**src/rtl/osc_pkg.sv**
```systemverilog
package osc_pkg;
  localparam int DATA_W   = 32;
  localparam int V_W      = 9;
  localparam int R_W      = 7;
  localparam int S_W      = 3;
  localparam int LOCK_BIT = 16;

  typedef enum logic [2:0] {
    LAY_GENERIC = 3'd0,
    LAY_CORE    = 3'd1,
    LAY_MEM     = 3'd2,
    LAY_SYS     = 3'd3,
    LAY_PCI     = 3'd4
  } osc_layout_e;

  localparam logic [R_W-1:0] FIXED_R_CM  = 7'd22;
  localparam logic [R_W-1:0] FIXED_R_SYS = 7'd46;
  localparam logic [S_W-1:0] FIXED_S_SYS = 3'd3;
  localparam logic [V_W-1:0] PCI_V_HI    = 9'd17;
  localparam logic [R_W-1:0] PCI_R_HI    = 7'd22;
  localparam logic [V_W-1:0] PCI_V_LO    = 9'd14;
  localparam logic [R_W-1:0] PCI_R_LO    = 7'd14;
  localparam logic [S_W-1:0] PCI_S       = 3'd1;

  function automatic logic [DATA_W-1:0] layout_mask(osc_layout_e lay);
    case (lay)
      LAY_CORE: layout_mask = 32'h0000_07FF;
      LAY_MEM:  layout_mask = 32'h007F_F000;
      LAY_SYS:  layout_mask = 32'h0000_00FF;
      LAY_PCI:  layout_mask = 32'h0000_0100;
      default:  layout_mask = 32'h0007_FFFF;
    endcase
  endfunction
endpackage

```
**src/rtl/osc_bus_decode.sv**
```systemverilog
module osc_bus_decode #(
  parameter int ADDR_W   = 4,
  parameter int LOCK_IDX = 0,
  parameter int VCO_IDX  = 1
) (
  input  logic              bus_valid,
  input  logic              bus_write,
  input  logic              bus_read,
  input  logic [ADDR_W-1:0] bus_addr,
  output logic              lock_wr,
  output logic              vco_wr,
  output logic              rd_req,
  output logic              rd_lock,
  output logic              rd_vco
);
  localparam logic [ADDR_W-1:0] LOCK_A = ADDR_W'(LOCK_IDX);
  localparam logic [ADDR_W-1:0] VCO_A  = ADDR_W'(VCO_IDX);

  logic wr_hit;
  logic hit_lock;
  logic hit_vco;

  always_comb begin
    wr_hit   = bus_valid && bus_write;
    rd_req   = bus_valid && bus_read && !bus_write;
    hit_lock = (bus_addr == LOCK_A);
    hit_vco  = (bus_addr == VCO_A);
    lock_wr  = wr_hit && hit_lock;
    vco_wr   = wr_hit && hit_vco;
    rd_lock  = rd_req && hit_lock;
    rd_vco   = rd_req && hit_vco;
  end
endmodule

```
**src/rtl/osc_lock_ctrl.sv**
```systemverilog
module osc_lock_ctrl #(
  parameter int                      DATA_W = 32,
  parameter logic [DATA_W-1:0]       KEY    = 32'h0000_A05F
) (
  input  logic              clk,
  input  logic              rst_n,
  input  logic              lock_wr,
  input  logic [DATA_W-1:0] wdata,
  output logic              locked
);
  logic key_match;

  always_comb key_match = (wdata == KEY);

  always_ff @(posedge clk or negedge rst_n) begin
    if (!rst_n) begin
      locked <= 1'b1;
    end else if (lock_wr) begin
      locked <= !key_match;
    end
  end
endmodule

```
**src/rtl/osc_vco_store.sv**
```systemverilog
module osc_vco_store #(
  parameter int                DATA_W    = 32,
  parameter logic [DATA_W-1:0] MASK      = 32'h0007_FFFF,
  parameter logic [DATA_W-1:0] RESET_VAL = '0
) (
  input  logic              clk,
  input  logic              rst_n,
  input  logic              wr_req,
  input  logic              locked,
  input  logic [DATA_W-1:0] wdata,
  output logic [DATA_W-1:0] word_q,
  output logic              accepted
);
  logic [DATA_W-1:0] merged;

  always_comb begin
    accepted = wr_req && !locked;
    merged   = (word_q & ~MASK) | (wdata & MASK);
  end

  always_ff @(posedge clk or negedge rst_n) begin
    if (!rst_n) begin
      word_q <= RESET_VAL;
    end else if (accepted) begin
      word_q <= merged;
    end
  end
endmodule

```
**src/rtl/osc_field_decode.sv**
```systemverilog
module osc_field_decode
  import osc_pkg::*;
#(
  parameter osc_layout_e LAYOUT = LAY_GENERIC
) (
  input  logic [DATA_W-1:0] word,
  output logic [V_W-1:0]    v,
  output logic [R_W-1:0]    r,
  output logic [S_W-1:0]    s
);
  logic unused_fold;
  assign unused_fold = ^word;

  if (LAYOUT == LAY_CORE) begin : g_core
    always_comb begin
      v = {1'b0, word[7:0]};
      r = FIXED_R_CM;
      s = word[10:8];
    end
  end else if (LAYOUT == LAY_MEM) begin : g_mem
    always_comb begin
      v = {1'b0, word[19:12]};
      r = FIXED_R_CM;
      s = word[22:20];
    end
  end else if (LAYOUT == LAY_SYS) begin : g_sys
    always_comb begin
      v = {1'b0, word[7:0]};
      r = FIXED_R_SYS;
      s = FIXED_S_SYS;
    end
  end else if (LAYOUT == LAY_PCI) begin : g_pci
    always_comb begin
      v = word[8] ? PCI_V_HI : PCI_V_LO;
      r = word[8] ? PCI_R_HI : PCI_R_LO;
      s = PCI_S;
    end
  end else begin : g_generic
    always_comb begin
      v = word[8:0];
      r = word[15:9];
      s = {1'b0, word[17:16]};
    end
  end
endmodule

```
**src/rtl/osc_ctrl_regs.sv**
```systemverilog
module osc_ctrl_regs
  import osc_pkg::*;
#(
  parameter osc_layout_e       LAYOUT    = LAY_GENERIC,
  parameter int                ADDR_W    = 4,
  parameter int                LOCK_IDX  = 0,
  parameter int                VCO_IDX   = 1,
  parameter logic [DATA_W-1:0] KEY       = 32'h0000_A05F,
  parameter logic [DATA_W-1:0] RESET_VAL = 32'h0000_0000
) (
  input  logic              clk,
  input  logic              rst_n,
  input  logic              bus_valid,
  input  logic              bus_write,
  input  logic              bus_read,
  input  logic [ADDR_W-1:0] bus_addr,
  input  logic [DATA_W-1:0] bus_wdata,
  output logic              rd_valid,
  output logic [DATA_W-1:0] rd_data,
  output logic [V_W-1:0]    div_v,
  output logic [R_W-1:0]    div_r,
  output logic [S_W-1:0]    div_s
);
  localparam logic [DATA_W-1:0] WR_MASK = layout_mask(LAYOUT);

  logic              lock_wr, vco_wr, rd_req, rd_lock, rd_vco;
  logic              locked_q;
  logic              vco_acc;
  logic [DATA_W-1:0] vco_q;
  logic [DATA_W-1:0] lock_word;
  logic [DATA_W-1:0] rd_next;

  osc_bus_decode #(.ADDR_W(ADDR_W), .LOCK_IDX(LOCK_IDX), .VCO_IDX(VCO_IDX)) dec_i (
    .bus_valid(bus_valid), .bus_write(bus_write), .bus_read(bus_read),
    .bus_addr(bus_addr), .lock_wr(lock_wr), .vco_wr(vco_wr),
    .rd_req(rd_req), .rd_lock(rd_lock), .rd_vco(rd_vco)
  );

  osc_lock_ctrl #(.DATA_W(DATA_W), .KEY(KEY)) lock_i (
    .clk(clk), .rst_n(rst_n), .lock_wr(lock_wr),
    .wdata(bus_wdata), .locked(locked_q)
  );

  osc_vco_store #(.DATA_W(DATA_W), .MASK(WR_MASK), .RESET_VAL(RESET_VAL)) store_i (
    .clk(clk), .rst_n(rst_n), .wr_req(vco_wr), .locked(locked_q),
    .wdata(bus_wdata), .word_q(vco_q), .accepted(vco_acc)
  );

  osc_field_decode #(.LAYOUT(LAYOUT)) fld_i (
    .word(vco_q), .v(div_v), .r(div_r), .s(div_s)
  );

  always_comb begin
    lock_word           = '0;
    lock_word[LOCK_BIT] = locked_q;
    if (rd_lock)     rd_next = lock_word;
    else if (rd_vco) rd_next = vco_q;
    else             rd_next = '0;
  end

  always_ff @(posedge clk or negedge rst_n) begin
    if (!rst_n) begin
      rd_valid <= 1'b0;
      rd_data  <= '0;
    end else begin
      rd_valid <= rd_req;
      if (rd_req) rd_data <= rd_next;
    end
  end

  logic unused_acc;
  assign unused_acc = vco_acc;
endmodule

```
**config.mk**
```make
export PLATFORM = sky130hd
export DESIGN_NAME = osc_ctrl_regs
export DESIGN_NICKNAME = d
export VERILOG_FILES = /design/src/rtl/osc_pkg.sv /design/src/rtl/osc_bus_decode.sv /design/src/rtl/osc_lock_ctrl.sv /design/src/rtl/osc_vco_store.sv /design/src/rtl/osc_field_decode.sv /design/src/rtl/osc_ctrl_regs.sv
export SDC_FILE = /design/constraint.sdc
export NUM_CORES = 1
export LEC_CHECK = 0
export BUFFER_PORTS_ARGS = -buffer_cell sky130_fd_sc_hd__buf_2
export CAP_MARGIN = 25
export CORE_MARGIN = 5
export CORE_UTILIZATION = 23
export DETAILED_ROUTE_END_ITERATION = 8
export SLEW_MARGIN = 20
export SYNTH_ARGS = -nofsm -noshare
export SYNTH_HDL_FRONTEND = slang
export SYNTH_SLANG_ARGS = --single-unit
export TNS_END_PERCENT = 30
```
**constraint.sdc**
```tcl
create_clock -name clk -period 2 [get_ports clk]
set_input_delay 0.4 -clock clk [delete_from_list [all_inputs] [get_ports clk]]
set_output_delay 0.4 -clock clk [all_outputs]
set_load 0.02 [all_outputs]
```
# Yosys cells after proc, flatten, opt, wreduce, memory -nomap -nowiden
# Index checks and enable logic that the tools add are counted.
# W data, S select, Z words.
# totals
reg_bits	66
# op_classes
n_eq_ne	2
bitwise	1
n_mux	2
reduce_logical	12
# op_table
operator	count
$mux W32	2
$eq A32 B16 Y1 const B	1
$or A32 B19 Y32	1
$logic_and A1 B1 Y1	8
$eq A4 B1 Y1 const B	1
$logic_not A4 Y1	1
$logic_not A1 Y1	3

# Longest topological paths before layout
# logic_depth
word_depth	5
mapped_depth	5
depth_no_buf	3

# Modules after synthesis
# From an unflattened synthesis, not the netlist that was laid out.
# hier_totals
cells_unflattened	237
area_unflattened_um2	2839.0
# by_module_without_submodules
module	area_each_um2	seq_area_each_um2	n_inst	cells_each
osc_ctrl_regs	1587.8	825.8	1	141
osc_vco_store	915.9	475.5	1	55
osc_field_decode	146.4	0.0	1	20
osc_lock_ctrl	131.4	26.3	1	14
osc_bus_decode	57.6	0.0	1	7

# Worst setup path after synthesis
# No wires, ideal clock.
# synth_path
path_kind	input -> register
startpoint	input port bus_addr[1]
endpoint	register store_i.word_q[10]
path_slack_ns	-0.042
arrival_time_ns	1.918
setup_ns	0.125
t_required_ns	1.875
stages	5
path_cell_list	or3_1 buf_2 nor4_4 buf_6 mux2_2
# synth_between
elab_chain_cells	3
# synth_rtl
element	line	source
start: declaration	osc_ctrl_regs.sv:16	input logic [ADDR_W-1:0] bus_addr,
$eq A4 B1 Y1	osc_bus_decode.sv:27	hit_vco = (bus_addr == VCO_A);
$logic_and A1 B1 Y1	osc_bus_decode.sv:29	vco_wr = wr_hit && hit_vco;
$logic_and A1 B1 Y1	osc_vco_store.sv:17	accepted = wr_req && !locked;
end signal: assignment	osc_vco_store.sv:25	word_q <= merged;
end: declaration	osc_vco_store.sv:11	output logic [DATA_W-1:0] word_q,
# No other way between the ends.
# A chain may end at the register's enable or synchronous reset.

# Worst setup path in the final report
# layout_path
startpoint	input port bus_addr[1]
endpoint	register store_i.word_q[8]
# The elaborated chain is that of the path after synthesis.

==> impl_metrics.tcl <==
set metrics [dict create \
    fin_nets 252 \
    cts_resized 0 \
    grt.total_usage_pct 9.07 \
    syn_inst 141 \
    route.vias.total 1327 \
    finalHoldViolCount 0 \
    fin_util_pct 30.6 \
    rows 32 \
    p_leak_nw 1.36 \
    avgViaCountPerCell 4.23 \
    clk_pin_slew_ns 0.08 \
    synth_area_sq_um 1870 \
    fill_cells 818 \
    stdcell_area_sq_um 2390 \
    dieWidth_um 100 \
    die-area_sq_um 10000 \
    h-tree-depth 2 \
    grt_pass1_wl_um 7190 \
    setup.worst_path.start_class "input port" \
    endpoint_kind "flip-flop" \
    ys_ff_latch 42 \
    drc 0 \
    clock_latency_ns 0.29 \
    avgSynthCellArea_sq_um 13.3 \
    postCtsSetupBuffers 0 \
    wl_per_cell_um 14.2 \
    synthArstFlopShare_pct 100 \
    drt-total-wl_um 4450 \
    clk_path_buf_depth 2 \
    peakVddDrop_v 0.000294 \
    required_ns 2.18 \
    fp.coreArea_sq_um 7810 \
    synth_ff_type "dfrtp_1" \
    first_pass_iters 4 \
    synth_top_area_cell "dfrtp_1" \
    pwr-share-clk_pct 40.9 \
    dp.cells 306 \
    finClkSkew_ns 0.00550 \
    whs_ns 0.0625 \
    synth_seq_area_share_pct 56.3 \
    switching_power_uw 354 \
    start_util_pct 23.9 \
    combinationalPowerShare_pct 6.3 \
    swShare_pct 21.8 \
    port-buffer-count 91 \
    netlist_top_cells_area "dfrtp_1, buf_4, mux2_2" \
    grt_max_degree 24 \
    outcome "complete, no violations" \
    cts_hold_buf 0 \
    dr.first_iter.drc_count 21 \
    pwr_density_cell_nw_per_um2 679 \
    rsz0062_at_grt "no" \
    cap_violations 0 \
    drive_gt1_share_pct 59.4 \
    dpl-instance-area_sq_um 2280 \
    area_growth_pct 27.6 \
    slew_violations 0 \
    ys_types 24 \
    overflow 0 \
    gp_congestion 0.708 \
    dp_hpwl_um 3560 \
    internal_power_mw 1.27 \
    grt_pass1_vias 1410 \
    worstPathArrival_ns 1.75 \
    numCtsBuffers 5 \
    root_buffer "clkbuf_8" \
    yosysTopAreaCellShare_pct 54.9 \
    cp_max_fo 19 \
    seq_power_share_pct 52.8 \
    cts_sinks 42 \
    fin_cells 314 \
    synth-edff-count 0 \
    critPathKind "input port to flip-flop" \
    fin_crit_sh_pct 78.8 \
    fmax_mhz 635 \
    die_h_um 100 \
    multiInputGateArea_sq_um 553 \
    yosysMostFrequentCell "dfrtp_1" \
    finalSetupViolations 0 \
    io_pins 93 \
    antennaDiodeCount 0 \
    synth_top_cells_by_count "dfrtp_1, buf_4, a22o_1" \
    syn_nets 182 \
    antenna_left 0 \
    synth_warnings 0 \
    seqCellArea_sq_um 1050 \
    cts_tree "yes" \
    min_period_ns 1.58 \
    hp-class "input port to async pin" \
    antenna_found_initial 0 \
]
## sequential cells by signal (all words and copies together) (netlist names)
| signal | count |
|---|---|
| rd_data | 21 |
| store_i.word_q | 19 |
| lock_i.locked | 1 |
| rd_valid | 1 |
## critical path: stages
cell and delay [ns]:
buf_2 0.09, or3_1 0.42, nor4_4 0.28, buf_12 0.20
mux2_2 0.34
## power groups by stage
stage                     Clock (mW)  Sequential [mW]  Combinational [mW]
after global routing           0.720            0.856               0.116
after detailed placement           0            0.872               0.105
final                          0.662            0.855               0.103
after CTS                      0.691            0.855               0.105
after global placement             0            0.872               0.105
after floorplan                    0            0.875              0.0282
## layout by cell type (no fill, tap or decap), types with 3 or more instances in the layout
| cell | instances |
|---|---|
| buf_2 | 91 |
| inv_1 | 3 |
| nor4_1 | 5 |
| clkbuf_8 | 5 |
| a22o_1 | 18 |
| buf_4 | 5 |
| dfrtp_1 | 41 |
| mux2_2 | 17 |
## per-layer routing
layer  part of all wire (%)  vias up  track usage (%)
met4                   0.85        0             2.49
met2                     47       55             14.8
li1                       -      618                -
met5                      0        -                0
met1                     44      649             11.6
met3                    7.6        5             2.85
## cells by family after synthesis
| group | count (synthesis) | synth area share [%] |
|---|---|---|
| multiplexers | 20 | 12.0 |
| flip-flops | 42 | 56.3 |
| other | 1 | 0.201 |
| AO/OA/AOI/OAI | 21 | 9.71 |
| AND/OR/NAND/NOR | 19 | 7.70 |
| buffers and inverters | 38 | 14.1 |
## final timing paths
check / slack (ns) / start / depth (start not counted) / end
setup / recovery: 0.42 / bus_addr[1] / 5 / store_i.word_q[8]
hold / removal: 0.06 / rst_n / 1 / store_i.word_q[4]
setup reg to reg: 0.62 / lock_i.locked / 3 / store_i.word_q[8]
hold reg to reg: 0.48 / rd_data[30] / 1 / rd_data[30]
max in group asynchronous: 1.45 / rst_n / 2 / store_i.word_q[8]
min in group clk: 0.35 / bus_wdata[17] / 2 / store_i.word_q[17]
## through the flow
| step | TNS (ns) | total power [mW] | setup WS [ns] |
|---|---|---|---|
| final | 0 | 1.62 | 0.425 |
| after global routing | 0 | 1.69 | 0.367 |
| after detailed placement | 0 | 0.977 | 0.117 |
| after CTS | 0 | 1.65 | 0.434 |
| after floorplan | -0.402 | 0.903 | -0.0424 |
| after global placement | 0 | 0.977 | 0.132 |
## layout make-up
class | instances | area share, %
clock buffers | 5 | 2.88
clock inverters | 3 | 1.68
inverters | 3 | 0.472
multi-input cells | 61 | 23.2
flip-flops and latches | 42 | 44.1
well taps | 102 | 5.35
repair buffers | 98 | 22.3
(Power assumes the default switching activity.)
